**src/rtl/zoneGuardPkg.sv**
```systemverilog
package zoneGuardPkg;

  typedef enum logic [3:0] {
    ST_IDLE, ST_HDR,
    ST_ZADDR, ST_ZDATA, ST_ZARM,
    ST_FADDR, ST_FDATA, ST_FARM,
    ST_MADDR, ST_MDATA, ST_MARM,
    ST_DEAD
  } cmdState_e;

  localparam logic [3:0] OPC_ZONE   = 4'b0111;
  localparam logic [3:0] OPC_FREEZE = 4'b0001;
  localparam logic [3:0] OPC_MEM    = 4'b1010;

  localparam logic [7:0] FRZ_KEY_A    = 8'h55;
  localparam logic [7:0] FRZ_KEY_B    = 8'hAA;
  localparam logic [7:0] ZONE_SET_VAL = 8'hFF;

  typedef struct packed {
    logic loadAddr;
    logic loadData;
    logic commitZone;
    logic commitFreeze;
    logic commitMem;
  } ctrlStrb_t;

endpackage

```
**src/rtl/zoneGuardCtrl.sv**
```systemverilog
module zoneGuardCtrl
  import zoneGuardPkg::*;
(
  input  logic       clk,
  input  logic       rstN,
  input  logic [2:0] strap,
  input  logic       evStart,
  input  logic       evStop,
  input  logic       rxValid,
  input  logic [7:0] rxByte,
  input  logic       ackReq,
  input  logic       frozen,
  input  logic       busy,
  input  logic       addrProt,
  input  logic       zoneAddrOk,
  output ctrlStrb_t  strb,
  output logic       ackStrobe,
  output logic       ackNack
);

  cmdState_e state, stateNxt;
  logic      nackReg, nackNxt;

  logic [3:0] hdrOpc;
  logic [2:0] hdrSlv;
  logic       hdrRd;
  assign hdrOpc = rxByte[7:4];
  assign hdrSlv = rxByte[3:1];
  assign hdrRd  = rxByte[0];

  always_comb begin
    stateNxt = state;
    nackNxt  = nackReg;
    strb     = '0;
    if (busy) begin
      if (rxValid) nackNxt = 1'b1;
    end else if (evStart) begin
      stateNxt = ST_HDR;
    end else if (evStop) begin
      unique case (state)
        ST_ZARM: strb.commitZone   = 1'b1;
        ST_FARM: strb.commitFreeze = 1'b1;
        ST_MARM: strb.commitMem    = 1'b1;
        default: ;
      endcase
      stateNxt = ST_IDLE;
    end else if (rxValid) begin
      nackNxt  = 1'b1;
      stateNxt = ST_DEAD;
      unique case (state)
        ST_HDR: begin
          if (hdrSlv == strap && !hdrRd) begin
            if (hdrOpc == OPC_ZONE) begin
              nackNxt = 1'b0; stateNxt = ST_ZADDR;
            end else if (hdrOpc == OPC_FREEZE && !frozen) begin
              nackNxt = 1'b0; stateNxt = ST_FADDR;
            end else if (hdrOpc == OPC_MEM) begin
              nackNxt = 1'b0; stateNxt = ST_MADDR;
            end
          end
        end
        ST_ZADDR: begin
          nackNxt = 1'b0; strb.loadAddr = 1'b1; stateNxt = ST_ZDATA;
        end
        ST_ZDATA: begin
          if (rxByte == ZONE_SET_VAL && zoneAddrOk && !frozen) begin
            nackNxt = 1'b0; stateNxt = ST_ZARM;
          end
        end
        ST_FADDR: begin
          if (rxByte == FRZ_KEY_A) begin
            nackNxt = 1'b0; stateNxt = ST_FDATA;
          end
        end
        ST_FDATA: begin
          if (rxByte == FRZ_KEY_B) begin
            nackNxt = 1'b0; stateNxt = ST_FARM;
          end
        end
        ST_MADDR: begin
          nackNxt = 1'b0; strb.loadAddr = 1'b1; stateNxt = ST_MDATA;
        end
        ST_MDATA: begin
          if (!addrProt) begin
            nackNxt = 1'b0; strb.loadData = 1'b1; stateNxt = ST_MARM;
          end else begin
            stateNxt = ST_IDLE;
          end
        end
        default: ;
      endcase
    end
  end

  always_ff @(posedge clk or negedge rstN) begin
    if (!rstN) begin
      state     <= ST_IDLE;
      nackReg   <= 1'b1;
      ackStrobe <= 1'b0;
    end else begin
      state     <= stateNxt;
      nackReg   <= nackNxt;
      ackStrobe <= ackReq;
    end
  end

  assign ackNack = nackReg;

  AST_ACK_FOLLOWS_REQ: assert property (@(posedge clk) disable iff (!rstN)
    ackReq |=> ackStrobe);
  AST_BUSY_BYTE_NACK: assert property (@(posedge clk) disable iff (!rstN)
    (busy && rxValid) |=> ackNack);
  AST_FROZEN_FREEZE_NACK: assert property (@(posedge clk) disable iff (!rstN)
    (frozen && rxValid && !evStart && !evStop && state == ST_HDR &&
     rxByte[7:4] == OPC_FREEZE) |=> ackNack);

endmodule

```
**src/rtl/zoneGuardDatapath.sv**
```systemverilog
module zoneGuardDatapath
  import zoneGuardPkg::*;
#(
  parameter int MEM_AW      = 7,
  parameter int ZONE_CNT    = 4,
  parameter int BUSY_CYCLES = 16
) (
  input  logic                clk,
  input  logic                rstN,
  input  ctrlStrb_t           strb,
  input  logic [7:0]          rxByte,
  output logic                addrProt,
  output logic                zoneAddrOk,
  output logic [ZONE_CNT-1:0] zoneRo,
  output logic                frozen,
  output logic                busy,
  output logic                memWe,
  output logic [MEM_AW-1:0]   memAddr,
  output logic [7:0]          memData
);

  localparam int         ZONE_W     = $clog2(ZONE_CNT);
  localparam int         CNT_W      = $clog2(BUSY_CYCLES + 1);
  localparam logic [7:0] ZONE_CNT_B = 8'(ZONE_CNT);

  logic [7:0]       addrReg;
  logic [7:0]       dataReg;
  logic [CNT_W-1:0] busyCnt;
  logic [ZONE_W-1:0] memZone;

  assign memZone    = addrReg[MEM_AW-1 -: ZONE_W];
  assign addrProt   = zoneRo[memZone];
  assign zoneAddrOk = (addrReg < ZONE_CNT_B);
  assign busy       = (busyCnt != '0);

  always_ff @(posedge clk or negedge rstN) begin
    if (!rstN) begin
      addrReg <= '0;
      dataReg <= '0;
    end else begin
      if (strb.loadAddr) addrReg <= rxByte;
      if (strb.loadData) dataReg <= rxByte;
    end
  end

  for (genvar z = 0; z < ZONE_CNT; z++) begin : gZone
    always_ff @(posedge clk or negedge rstN) begin
      if (!rstN)
        zoneRo[z] <= 1'b0;
      else if (strb.commitZone && addrReg[ZONE_W-1:0] == ZONE_W'(z))
        zoneRo[z] <= 1'b1;
    end
  end

  always_ff @(posedge clk or negedge rstN) begin
    if (!rstN) begin
      frozen  <= 1'b0;
      busyCnt <= '0;
      memWe   <= 1'b0;
      memAddr <= '0;
      memData <= '0;
    end else begin
      if (strb.commitFreeze) frozen <= 1'b1;
      if (strb.commitZone || strb.commitFreeze || strb.commitMem)
        busyCnt <= CNT_W'(BUSY_CYCLES);
      else if (busy)
        busyCnt <= busyCnt - 1'b1;
      memWe <= strb.commitMem;
      if (strb.commitMem) begin
        memAddr <= addrReg[MEM_AW-1:0];
        memData <= dataReg;
      end
    end
  end

  AST_FROZEN_STICKY: assert property (@(posedge clk) disable iff (!rstN)
    frozen |=> frozen);
  AST_FROZEN_LOCKS_ZONES: assert property (@(posedge clk) disable iff (!rstN)
    frozen |=> $stable(zoneRo));
  AST_ZONE_MONOTONIC: assert property (@(posedge clk) disable iff (!rstN)
    1'b1 |=> ((zoneRo & $past(zoneRo)) == $past(zoneRo)));
  AST_WE_PULSE: assert property (@(posedge clk) disable iff (!rstN)
    memWe |=> !memWe);
  AST_WE_UNPROTECTED: assert property (@(posedge clk) disable iff (!rstN)
    memWe |-> !zoneRo[memAddr[MEM_AW-1 -: ZONE_W]]);
  AST_WE_BUSY: assert property (@(posedge clk) disable iff (!rstN)
    memWe |-> busy);

endmodule

```
**src/rtl/zoneGuardTop.sv**
```systemverilog
module zoneGuardTop
  import zoneGuardPkg::*;
#(
  parameter int MEM_AW      = 7,
  parameter int ZONE_CNT    = 4,
  parameter int BUSY_CYCLES = 16
) (
  input  logic                clk,
  input  logic                rstN,
  input  logic [2:0]          strap,
  input  logic                evStart,
  input  logic                evStop,
  input  logic                rxValid,
  input  logic [7:0]          rxByte,
  input  logic                ackReq,
  output logic                ackStrobe,
  output logic                ackNack,
  output logic [ZONE_CNT-1:0] zoneRo,
  output logic                frozen,
  output logic                busy,
  output logic                memWe,
  output logic [MEM_AW-1:0]   memAddr,
  output logic [7:0]          memData
);

  ctrlStrb_t strb;
  logic      addrProt;
  logic      zoneAddrOk;

  zoneGuardCtrl uCtrl (
    .clk(clk), .rstN(rstN), .strap(strap),
    .evStart(evStart), .evStop(evStop),
    .rxValid(rxValid), .rxByte(rxByte), .ackReq(ackReq),
    .frozen(frozen), .busy(busy),
    .addrProt(addrProt), .zoneAddrOk(zoneAddrOk),
    .strb(strb), .ackStrobe(ackStrobe), .ackNack(ackNack)
  );

  zoneGuardDatapath #(
    .MEM_AW(MEM_AW), .ZONE_CNT(ZONE_CNT), .BUSY_CYCLES(BUSY_CYCLES)
  ) uData (
    .clk(clk), .rstN(rstN), .strb(strb), .rxByte(rxByte),
    .addrProt(addrProt), .zoneAddrOk(zoneAddrOk),
    .zoneRo(zoneRo), .frozen(frozen), .busy(busy),
    .memWe(memWe), .memAddr(memAddr), .memData(memData)
  );

endmodule

```
**config.mk**
```make
export PLATFORM = sky130hd
export DESIGN_NAME = zoneGuardTop
export DESIGN_NICKNAME = d
export VERILOG_FILES = /design/src/rtl/zoneGuardPkg.sv /design/src/rtl/zoneGuardCtrl.sv /design/src/rtl/zoneGuardDatapath.sv /design/src/rtl/zoneGuardTop.sv
export SDC_FILE = /design/constraint.sdc
export NUM_CORES = 1
export LEC_CHECK = 0
export ABC_AREA = 0
export BUFFER_PORTS_ARGS = -buffer_cell sky130_fd_sc_hd__buf_4
export CORE_MARGIN = 2
export CORE_UTILIZATION = 25
export CTS_BUF_LIST = sky130_fd_sc_hd__clkbuf_4 sky130_fd_sc_hd__clkbuf_8
export DETAILED_ROUTE_END_ITERATION = 10
export GPL_TIMING_DRIVEN = 0
export PLACE_DENSITY_LB_ADDON = 0.05
export REMOVE_ABC_BUFFERS = 1
export SYNTH_ARGS = -nofsm -noshare
export SYNTH_HDL_FRONTEND = slang
export SYNTH_SLANG_ARGS = --single-unit
```
**constraint.sdc**
```tcl
create_clock -name clk -period 2.9 [get_ports clk]
set_clock_uncertainty 0.2 [all_clocks]
set_input_delay 0.58 -clock clk [delete_from_list [all_inputs] [get_ports clk]]
set_output_delay 0.58 -clock clk [all_outputs]
set_load 0.02 [all_outputs]
```
Word level (Yosys, flattened, before mapping). Cells that the tools add are included.

Logic and storage cells: 100. Input bits: 17. Output and inout port bits: 24. Register bits after elaboration: 48.

$add $sub $neg: 1. Bitwise gates (word level): 1. Equality and inequality tests: 22. Mux-type cells: 41. $lt $le $gt $ge: 2. Reduce and logical (&&, ||, !) cells: 19.

Operators by type and width (count): 4-bit two-way mux (10); 4-bit case mux with 7 select lines (1); 4-bit by 3-bit == test with 1-bit output (second input constant) (5); 1-bit two-way mux (20); 5-bit two-way mux (4); 4-bit == test (second input constant) (4); 8-bit == test (second input constant) (2); 4-bit by 1-bit == test with 1-bit output (second input constant) (2); 4-bit by 2-bit == test with 1-bit output (second input constant) (2); 8-bit by 7-bit == test with 1-bit output (second input constant) (1); 1-bit logical AND (8); 8-bit by 3-bit < comparator with 1-bit output (second input constant) (1); 2-bit two-way mux (3); 1-bit case mux with 6 select lines (1); 5-bit nonzero test (1); 5-bit by 1-bit subtractor with 5-bit output (second input constant) (1); 2-bit == test (second input constant) (2); 2-bit by 1-bit != test with 1-bit output (second input constant) (2); 3-bit == test (1); 2-bit by 3-bit < comparator with 1-bit output (second input constant) (1); 3-bit two-way mux (1); 3-bit AND reduction (1); 3-bit nonzero test (1); 1-bit binary-select mux with 2-bit select (1); 8 further kinds (10).

Depth between registers and ports, before layout. Gate-level depths: netlist of the first run.

Depth in word-level cells: 11. Mapped depth: 8. Gate-level depth less buffers: 7.

Hierarchy. From an unflattened synthesis of the first run, not the netlist that was laid out.

Cell total of the unflattened synthesis: 206. Area total of the unflattened synthesis: 2406.1 sq um.

Modules (own cells, without submodules): zoneGuardDatapath (area each 1635.3 sq um, sequential area each 1051.0 sq um, instances 1, cells an instance 110); zoneGuardCtrl (area each 770.7 sq um, sequential area each 151.4 sq um, instances 1, cells an instance 96).

Worst setup path after synthesis of the first run. OpenSTA, ideal clock, no wires.

Path type: register -> register. Start: register uData.busyCnt[0]. End: register uData.addrReg[0]. Period minus slack after synthesis: 2.334 ns. Arrival time: 2.008 ns. Library setup time: 0.125 ns. Cell stages (with the launch flop): 8. Buffers on the path: 1. Data required time: 2.575 ns. Slack: 0.566 ns. Cells stage by stage: dfrtp_1 -> inv_1 -> ha_1 -> nor4b_4 -> nand2_2 -> or4_4 -> buf_6 -> mux2_4.

Word-level cells in the longest chain between the ends: 2.

Ends and longest elaborated chain: from (decl) (line zoneGuardDatapath.sv:28) `logic [CNT_W-1:0] busyCnt;`; from (signal assigned) (line zoneGuardDatapath.sv:65) `busyCnt <= CNT_W'(BUSY_CYCLES);`; from (signal assigned) (line zoneGuardDatapath.sv:67) `busyCnt <= busyCnt - 1'b1;`; 5-bit nonzero test (line zoneGuardDatapath.sv:34) `assign busy = (busyCnt != '0);`; 5-bit two-way mux (line zoneGuardCtrl.sv:35) `if (busy) begin`; to (signal assigned) (line zoneGuardDatapath.sv:41) `if (strb.loadAddr) addrReg <= rxByte;`; to (decl) (line zoneGuardDatapath.sv:26) `logic [7:0] addrReg;`.

Every way passes these cells. A chain may end at the register's enable or synchronous reset.

Worst setup path after layout of the first run.
Start: register uData.busyCnt[0]. End: register uData.memData[3].

Word-level cells in the longest chain between the ends: 2.

Ends and longest elaborated chain: 5-bit nonzero test (line zoneGuardDatapath.sv:34); 5-bit two-way mux (line zoneGuardCtrl.sv:35); to (signal assigned) (line zoneGuardDatapath.sv:71) `memData <= dataReg;`; to (decl) (line zoneGuardDatapath.sv:19) `output logic [7:0] memData`.

Every way passes these cells.

==> metrics.txt, run 1 <==
crit-path leading delay family=simple AND/OR/NAND/NOR gates; critical path class=reg2reg; antenna-violating nets left=0; fraction of layout cells with a size suffix above 1=0.3855; endpoint type of the worst setup path=flop; drc violations=0; port bufs=40; Clock Tree Buf Depth=2; largest family of logic cells by synthesized area=multiplexers; mapped cell area=2455 µm²; CP max-delay cell=mux2_4; count of cell types in the netlist=55; register-to-register setup slack=0.32 ns; Syn Area/Cell=11.92 µm²; CP max FO=16; vias in the first global route=1739; FF/Latch Area=1202 µm²; GRT Total Usage=0.1209; reg2reg end=uData.memData[3]$_DFFE_PN0P_; #FFs+latches synth=48; Yosys warning count=0; GRT met3 Usage=0.02102; Post-synth EDFFs=0; Hold Crit Class=in2async; Fin. Hold Viols=0; post-synthesis sequential area ratio=0.4898; Site Rows=36; CTS Buf Count=5; dpl hpwl=4.262 mm; met1 Use GR=0.1792; Max Slew Vio Count=0; Critical Path Start=uData.busyCnt[0]$_DFFE_PN0P_; gr busiest metal=met2; CTS root buffer=clkbuf_8; WP data required=2.89 ns; Die ar.=10630 µm²; Slew @ Worst Pin=0.6836 ns; R2R cell count=7; H-tree levels=2; # clock sinks=48; Max VDD drop=0.2609 mV; TritonCTS clock tree=built; most common cell in the synthesized netlist=dfrtp_1; hold buffer count at cts=0; initial core utilization=0.2547; gr ovfl total=0; fraction of registers with async set or reset after synthesis=1.000; Synth Area in XOR/XNOR=0.02141; Post-synth top cells=47 x dfrtp_1, 18 x nor2_1, 17 x mux2_4; worst path cell trace=inv_1, ha_1, nor4b_4, nand2_1, nor2_4, nand4b_4, mux2_4; routing usage on met2=0.1808; Core Area=9639 µm²; setup violators final=0; max_cap viols=0; final layout net count=266; first-pass GRT wire length=9.873 mm; number of antenna violations at the first check in global routing=0; Crit path largest cell delay=0.44 ns; min cycle time layout=2.575 ns; fin crit share=0.8880; Max Fclk=0.3883 GHz; mux cell area share after synthesis=0.1814; area of the multi-input gates=1179 µm²; gpl congestion=0.8104; Clk Latency, worst-skew pair=0.30 ns; placed cell area=2870 µm²; Die X=103.1 µm; FF-to-FF Start=uData.busyCnt[0]$_DFFE_PN0P_; vias post-DR=1769; outcome=finished, final reports clean; Cell Pwr Density=654.5 nW/µm²; Adder-Cell Fraction of Synth Area=0.005097; post-route cell area=3012 µm²; leakage=1.492 nW; cell taking the most area after synthesis=dfrtp_1; post-synthesis compound-gate area fraction=0.09684; DR iter-0 viols=53; Syn-to-layout area delta=22.68%; Fill cells=1033; Synth top area share=0.4791; headroom to the max-slew limit=0.5442; CP arrival=2.56 ns; dominant cells by area after synthesis=dfrtp_1 48%, mux2_4 10%, mux2_2 6.4%; IO Count=41; Layout Utilization=0.3124; Buf/Inv on CP=1; Routed WL=6.062 mm; ANT cells=0; vias per cell=4.631; largest net degree at the start of global routing=49; Routed WL per cell=15.87 µm; clk slew on worst S/H paths=0.09 ns; post-synthesis instance total=206; simple-gate share of the synthesized area=0.1753; CP Launch Type=flop; die span in y=103.1 µm; ys flop type=dfrtp_1; setup TNS=0 ns; RSZ-0062 raised after global routing=no; drt first pass iters=6
-- worst max-delay path by stage --
stage | to | slack, ns | cells after the start
3_5_place_dp | uData.memAddr[5]$_DFFE_PN0P_ | 0.12 | 7
3_3_place_gp | uData.memAddr[5]$_DFFE_PN0P_ | 0.1 | 7
2_1_floorplan | uData.memAddr[5]$_DFFE_PN0P_ | 0.58 | 7
4_1_cts | uData.memData[2]$_DFFE_PN0P_ | 0.09 | 7
5_1_grt | uData.memData[0]$_DFFE_PN0P_ | 0.13 | 7
6_report | uData.memData[3]$_DFFE_PN0P_ | 0.32 | 7
-- power by group --
part	switching [mW]	total [mW]	internal, mW
clock network	0.224	0.489	0.266
logic	0.273	0.556	0.283
registers	0.163	0.926	0.763
total	0.660	1.97	1.31
-- timing repair --
| item | in CTS | in global routing |
|---|---|---|
| endpoints found under the setup margin | 0 | 15 |
| gates resized for setup | 0 | 0 |
| setup buffers | 0 | 4 |
-- cell usage in the layout (no fill, tap or decap), drive strengths merged, types with 3 or more instances in the layout --
| cell | netlist | routed |
|---|---|---|
| nand4 | 4 | 4 |
| buf | 4 | 44 |
| dfrtp | 47 | 47 |
| or4 | 4 | 4 |
| nand2b | 5 | 5 |
| a21oi | 5 | 5 |
| a22oi | 3 | 3 |
| nand2 | 10 | 10 |
| xnor2 | 3 | 3 |
| o21ai | 5 | 5 |
| nor3 | 6 | 6 |
| nor2 | 19 | 19 |
| mux2 | 31 | 31 |
| clkbuf | 5 | 6 |
| a21o | 3 | 3 |
| nor4 | 5 | 5 |
| inv | 6 | 6 |
| xor2 | 3 | 3 |
-- per-layer routing --
metal | vias to the layer above | share of wire
met5 | - | 0
met4 | 0 | 0.0084
met3 | 5 | 0.034
met2 | 32 | 0.45
met1 | 886 | 0.50
li1 | 846 | -
-- kinds of logic (layout without fill, tap and decap cells) --
logic type               Yosys count  count (layout)
AND/OR/NAND/NOR                   69              69
flip-flops                        48              48
AO/OA/AOI/OAI                     34              34
multiplexers                      33              33
buffers and inverters             15              58
XOR/XNOR                           6               6
adder cells (fa/ha/maj)            1               1
-- per-stage QoR --
| step | setup slack (ns) | hold slack (ns) | std cells | total power [mW] |
|---|---|---|---|---|
| 6_report | 0.3249 | 0.1053 | 382 | 1.971 |
| 3_5_place_dp | 0.1179 | 0.2799 | 370 | 1.472 |
| 5_1_grt | 0.1266 | 0.1488 | 382 | 2.115 |
| 3_3_place_gp | 0.09685 | 0.2803 | 370 | 1.479 |
| 4_1_cts | 0.09104 | 0.1334 | 378 | 1.977 |
| 2_1_floorplan | 0.5809 | 0.08441 | 197 | 1.287 |
-- flip-flops by register name (all words and copies together), names as in the netlist --
name / count
uData.addrReg: 8
uData.dataReg: 8
uData.memData: 8
uData.memAddr: 7
uData.busyCnt: 5
uCtrl.state: 4
uData.zoneRo: 4
uCtrl.ackNack: 1
uCtrl.ackStrobe: 1
uData.frozen: 1
uData.memWe: 1
-- final cells by class --
class	count	area share
Sequential cell	48	0.3993
Clock inverter	2	0.01163
Multi-Input combinational cell	143	0.3914
Tap cell	133	0.05526
Inverter	6	0.007478
Clock buffer	6	0.02534
Timing Repair Buffer	44	0.1097
No activity file was read; power rests on OpenSTA's default activity.
==> inputs of run 2 (changes only) <==
RECOVER_POWER = 50   (was unset)
SETUP_SLACK_MARGIN = 0.2   (was unset)
==> metrics.txt, run 2 (synthesized netlist as in run 1, its figures left out) <==
vias per cell=4.680; WP data required=2.89 ns; Fill cells=1043; antenna-violating nets left=0; Cell Pwr Density=657.4 nW/µm²; GRT met3 Usage=0.02102; gr ovfl total=0; vias post-DR=1783; fraction of layout cells with a size suffix above 1=0.3427; fin cells=381; # clock sinks=48; die span in y=103.1 µm; gpl congestion=0.8104; placed cell area=2870 µm²; setup violators final=0; Routed WL=6.041 mm; min cycle time layout=2.499 ns; Clk Latency, worst-skew pair=0.30 ns; first-pass GRT wire length=9.922 mm; clk slew on worst S/H paths=0.09 ns; largest net degree at the start of global routing=49; IO Count=41; CTS Buf Count=5; Tot Pwr=1.957 mW; initial core utilization=0.2547; post-route cell area=2977 µm²; leakage=1.449 nW; max_cap viols=0; Die ar.=10630 µm²; hold buffer count at cts=0; final layout net count=265; number of antenna violations at the first check in global routing=0; DR iter-0 viols=63; Site Rows=36; worst hold slack=0.2062 ns; endpoint type of the worst setup path=flop; port bufs=40; Die X=103.1 µm; RSZ-0062 raised after global routing=no; Net Sw Frac=0.3354; TritonCTS clock tree=built; drc violations=0; Clock Tree Buf Depth=2; fin crit share=0.8616; most frequent cells in the layout=47 x dfrtp_1, 30 x buf_4, 18 x nor2_1; Syn-to-layout area delta=21.25%; P_int=1.301 mW; gr busiest metal=met2; sequential power share=0.473; routing usage on met2=0.1823; Core Area=9639 µm²; drt first pass iters=4; CP arrival=2.48 ns; NetSw=0.6563 mW; share of total power in the clock network=0.250; ANT cells=0; Hold Crit Class=in2reg; Slew @ Worst Pin=1.265 ns; largest registers=uData.addrReg x8, uData.dataReg x8, uData.memData x8; Comb pwr share=0.277; vias in the first global route=1753; CP Launch Type=flop; headroom to the max-slew limit=0.1565; placed cells=370; CP max FO=8; GRT Total Usage=0.1213; dpl ws=0.1179 ns; setup TNS=0 ns; most common cell after layout, fill and taps aside=dfrtp_1; Fin. Hold Viols=0; Routed WL per cell=15.86 µm; Layout Utilization=0.3088; critical path class=reg2reg; met1 Use GR=0.1792; Max Fclk=0.4002 GHz; Max VDD drop=0.2606 mV; H-tree levels=2; post-route setup slack=0.4013 ns; CTS root buffer=clkbuf_8; Max Slew Vio Count=0; outcome=finished, final reports clean; dpl hpwl=4.262 mm
run 2: cell count changes in the layout (fill, tap and decap cells not counted), sizes merged:
cell,change
buf,-13
clkbuf,+12
run 2: metal layers:
| layer | wire length (µm) | vias to the layer above | part of all wire |
|---|---|---|---|
| met4 | 51 | 0 | 0.0084 |
| met3 | 208 | 5 | 0.034 |
| met1 | 3066 | 895 | 0.51 |
| met2 | 2715 | 40 | 0.45 |
| met5 | 0 | - | 0 |
| li1 | - | 843 | - |
run 2: worst max-delay path, cell delays in order (launching register included):
cell,delay [ns]
dfrtp_1,0.38
inv_1,0.09
ha_1,0.22
nor4b_4,0.31
buf_4,0.20
nand2_2,0.06
or4_4,0.60
mux2_4,0.33
run 2: cell type report:
class / count / area (µm²) / share of cell area
Clock inverter: 2 / 35.03 / 0.01177
Inverter: 6 / 22.52 / 0.007566
Clock buffer: 6 / 76.32 / 0.02564
Sequential cell: 48 / 1202 / 0.4040
Tap cell: 133 / 166.4 / 0.05591
Timing Repair Buffer: 43 / 295.3 / 0.09920
Multi-Input combinational cell: 143 / 1179 / 0.3960
run 2: power groups by stage:
stage	registers [mW]	clock network, mW	logic [mW]
6_report	0.926	0.489	0.541
5_1_grt	0.951	0.543	0.607
4_1_cts	0.927	0.516	0.546
3_5_place_dp	0.941	0	0.531
3_3_place_gp	0.946	0	0.534
2_1_floorplan	0.895	0	0.392
run 2: worst paths after layout:
check | startpoint | endpoint | slack, ns | cells after the start
max | uData.busyCnt[0]$_DFFE_PN0P_ | uData.addrReg[0]$_DFFE_PN0P_ | 0.40 | 7
min in group asynchronous | rstN | uData.zoneRo[0]$_DFFE_PN0P_ | 0.35 | 1
max reg2reg | uData.busyCnt[0]$_DFFE_PN0P_ | uData.addrReg[0]$_DFFE_PN0P_ | 0.40 | 7
max in group asynchronous | rstN | uData.frozen$_DFFE_PN0P_ | 1.39 | 1
min reg2reg | uData.zoneRo[2]$_DFFE_PN0P_ | uData.zoneRo[2]$_DFFE_PN0P_ | 0.30 | 1
min | ackReq | uCtrl.ackStrobe$_DFF_PN0_ | 0.21 | 1
run 2: repair_timing:
action	CTS	global route
setup endpoints to repair	16	2
endpoints found under the hold margin	0	0
gates resized for setup	0	0
buffers inserted	2	1
==> inputs of run 3 (changes only) <==
ABC_AREA = 1   (was 0)
==> metrics.txt, run 3 <==
most common cell in the synthesized netlist=nand2_1; largest net degree at the start of global routing=49; post-synthesis sequential area ratio=0.4866; post-route setup slack=0.4910 ns; Cell Pwr Density=659.2 nW/µm²; Synth Area in XOR/XNOR=0.003544; Comb pwr share=0.319; die span in y=103.4 µm; Syn Area/Cell=7.845 µm²; Adder-Cell Fraction of Synth Area=0.005063; P_int=1.256 mW; gr ovfl total=0; simple-gate share of the synthesized area=0.3165; antenna-violating nets left=0; worst hold slack=0.1978 ns; IO Count=41; final layout net count=376; dpl ws=0.2068 ns; Die X=103.4 µm; vias per cell=4.122; Tot Pwr=1.965 mW; setup TNS=0 ns; Net Sw Frac=0.3607; sequential power share=0.415; min cycle time layout=2.409 ns; gpl congestion=0.8288; most common cell after layout, fill and taps aside=nand2_1; Syn-to-layout area delta=20.61%; Max VDD drop=0.1769 mV; fraction of registers with async set or reset after synthesis=1.000; worst path cell trace=inv_1, ha_1, nand3b_1, nor2_2, nand2_2, clkinv_1, nand2_1, nand2_1; Die ar.=10700 µm²; Post-CTS Repair Setup Buffers=0; CP most frequent cell=nand2_1; Clk Latency, worst-skew pair=0.30 ns; post-synthesis instance total=315; fraction of layout cells with a size suffix above 1=0.2173; setup violators final=0; Slew @ Worst Pin=1.260 ns; dominant cells by area after synthesis=dfrtp_1 48%, nand2_1 17%, o21ai_2 5.7%; largest family of logic cells by synthesized area=simple AND/OR/NAND/NOR gates; Synth top area share=0.4759; count of cell types in the netlist=30; mapped cell area=2471 µm²; CTS root buffer=clkbuf_8; leakage=1.508 nW; Site Rows=36; max_cap viols=0; Critical Path Start=uData.busyCnt[0]$_DFFE_PN0P_; Fin. Hold Viols=0; Core Area=9684 µm²; Post-synth EDFFs=0; DR iter-0 viols=72; Routed WL per cell=11.96 µm; cell taking the most area after synthesis=dfrtp_1; outcome=finished, final reports clean; Crit path largest cell delay=0.43 ns; Fill cells=1085; WP data required=2.89 ns; clk slew on worst S/H paths=0.10 ns; first-pass GRT wire length=9.832 mm; mux cell area share after synthesis=0; FF-to-FF Start=uData.busyCnt[0]$_DFFE_PN0P_; RSZ-0062 raised after global routing=no; register-to-register setup slack=0.49 ns; CP max FO=23; vias post-DR=2028; port bufs=40; CTS Buf Count=5; endpoint type of the worst setup path=flop; CP arrival=2.40 ns; drt first pass iters=5; Max Fclk=0.4151 GHz; H-tree levels=2; largest registers=uData.addrReg x8, uData.dataReg x8, uData.memData x8; CP Launch Type=flop; post-synthesis compound-gate area fraction=0.1114; #FFs+latches synth=48; most frequent cells in the layout=111 x nand2_1, 47 x dfrtp_1, 35 x inv_1; ANT cells=0; fin crit share=0.8307; share of total power in the clock network=0.267; Max Slew Vio Count=0; vias in the first global route=2012; TritonCTS clock tree=built; headroom to the max-slew limit=0.1602; initial core utilization=0.2552; ys flop type=dfrtp_1; # clock sinks=48; Post-synth top cells=112 x nand2_1, 47 x dfrtp_1, 35 x inv_1; Routed WL=5.885 mm; HP Start=ackReq; Clock Tree Buf Depth=2; Hold Crit Class=in2reg; CP max-delay cell=clkinv_1; NetSw=0.7086 mW; Yosys warning count=0; number of antenna violations at the first check in global routing=0; drc violations=0; dpl hpwl=4.422 mm; hold buffer count at cts=0; GRT Total Usage=0.1204; critical path class=reg2reg
==> run 3: cell count changes after synthesis, moves of 6 or more <==
cell and delta:
nand3_1 +17, nand2_1 +103, mux2_2 -14, nand2_2 +6, mux2_4 -17, o21ai_1 +9, o21ai_2 +16, nor2_1 +7
inv_2 +6, inv_1 +29
==> run 3: worst paths after layout <==
path | end | cells past startpoint
max | uData.memData[2]$_DFFE_PN0P_ | 8
min in group asynchronous | uData.memWe$_DFF_PN0_ | 1
max reg2reg | uData.memData[2]$_DFFE_PN0P_ | 8
max in group asynchronous | uCtrl.state[3]$_DFFE_PN0P_ | 1
min | uCtrl.ackStrobe$_DFF_PN0_ | 1
min reg2reg | uData.busyCnt[4]$_DFFE_PN0P_ | 2
==> run 3: power by group through the flow <==
| stage | clock network [mW] | registers, mW | logic (mW) |
|---|---|---|---|
| 2_1_floorplan | 0 | 0.827 | 0.469 |
| 3_3_place_gp | 0 | 0.827 | 0.651 |
| 3_5_place_dp | 0 | 0.829 | 0.647 |
| 4_1_cts | 0.553 | 0.815 | 0.650 |
| 5_1_grt | 0.578 | 0.826 | 0.724 |
| 6_report | 0.524 | 0.814 | 0.626 |
==> run 3: per-layer routing <==
layer	wire, µm	GRT usage	share of wire	vias to the layer above
met4	76	0.03644	0.013	0
met1	2975	0.1643	0.51	927
met3	218	0.02554	0.037	6
met2	2614	0.1921	0.44	32
met5	0	0	0	-
li1	-	-	-	1063
==> run 3: logic make-up (layout without fill, tap and decap cells) <==
logic type / count (synthesis) / in the layout
flip-flops: 48 / 48
XOR/XNOR: 1 / 1
adder cells (fa/ha/maj): 1 / 1
AO/OA/AOI/OAI: 40 / 40
buffers and inverters: 46 / 90
AND/OR/NAND/NOR: 179 / 179
==> run 3: layout make-up <==
cell class                      instances  area (µm²)  area share
Timing Repair Buffer                   40       264.0     0.08858
Clock buffer                            6       82.58     0.02771
Sequential cell                        48        1202      0.4034
Inverter                               42       157.7     0.05290
Tap cell                              133       166.4     0.05584
Multi-Input combinational cell        221        1069      0.3585
Clock inverter                          2       38.79     0.01301
==> run 3: per-stage QoR <==
stage          cells    util  instance area, µm²
2_1_floorplan    311       -                2439
3_3_place_gp     484  0.3000                2905
3_5_place_dp     484  0.3000                2905
4_1_cts          492  0.3128                3029
5_1_grt          492  0.3078                2980
6_report         492  0.3078                2980
==> run 3: timing repair <==
item | in CTS | in global routing
resized for setup | 1 | 0
hold endpoints to repair | 0 | 0
setup endpoints to repair | 2 | 0
==> run 3: critical path: cells and delay by family (launching register included) <==
family | cells | cell delay (ns)
AND/OR/NAND/NOR | 5 | 0.99
buffers and inverters | 2 | 0.50
flip-flops | 1 | 0.36
adder cells (fa/ha/maj) | 1 | 0.24
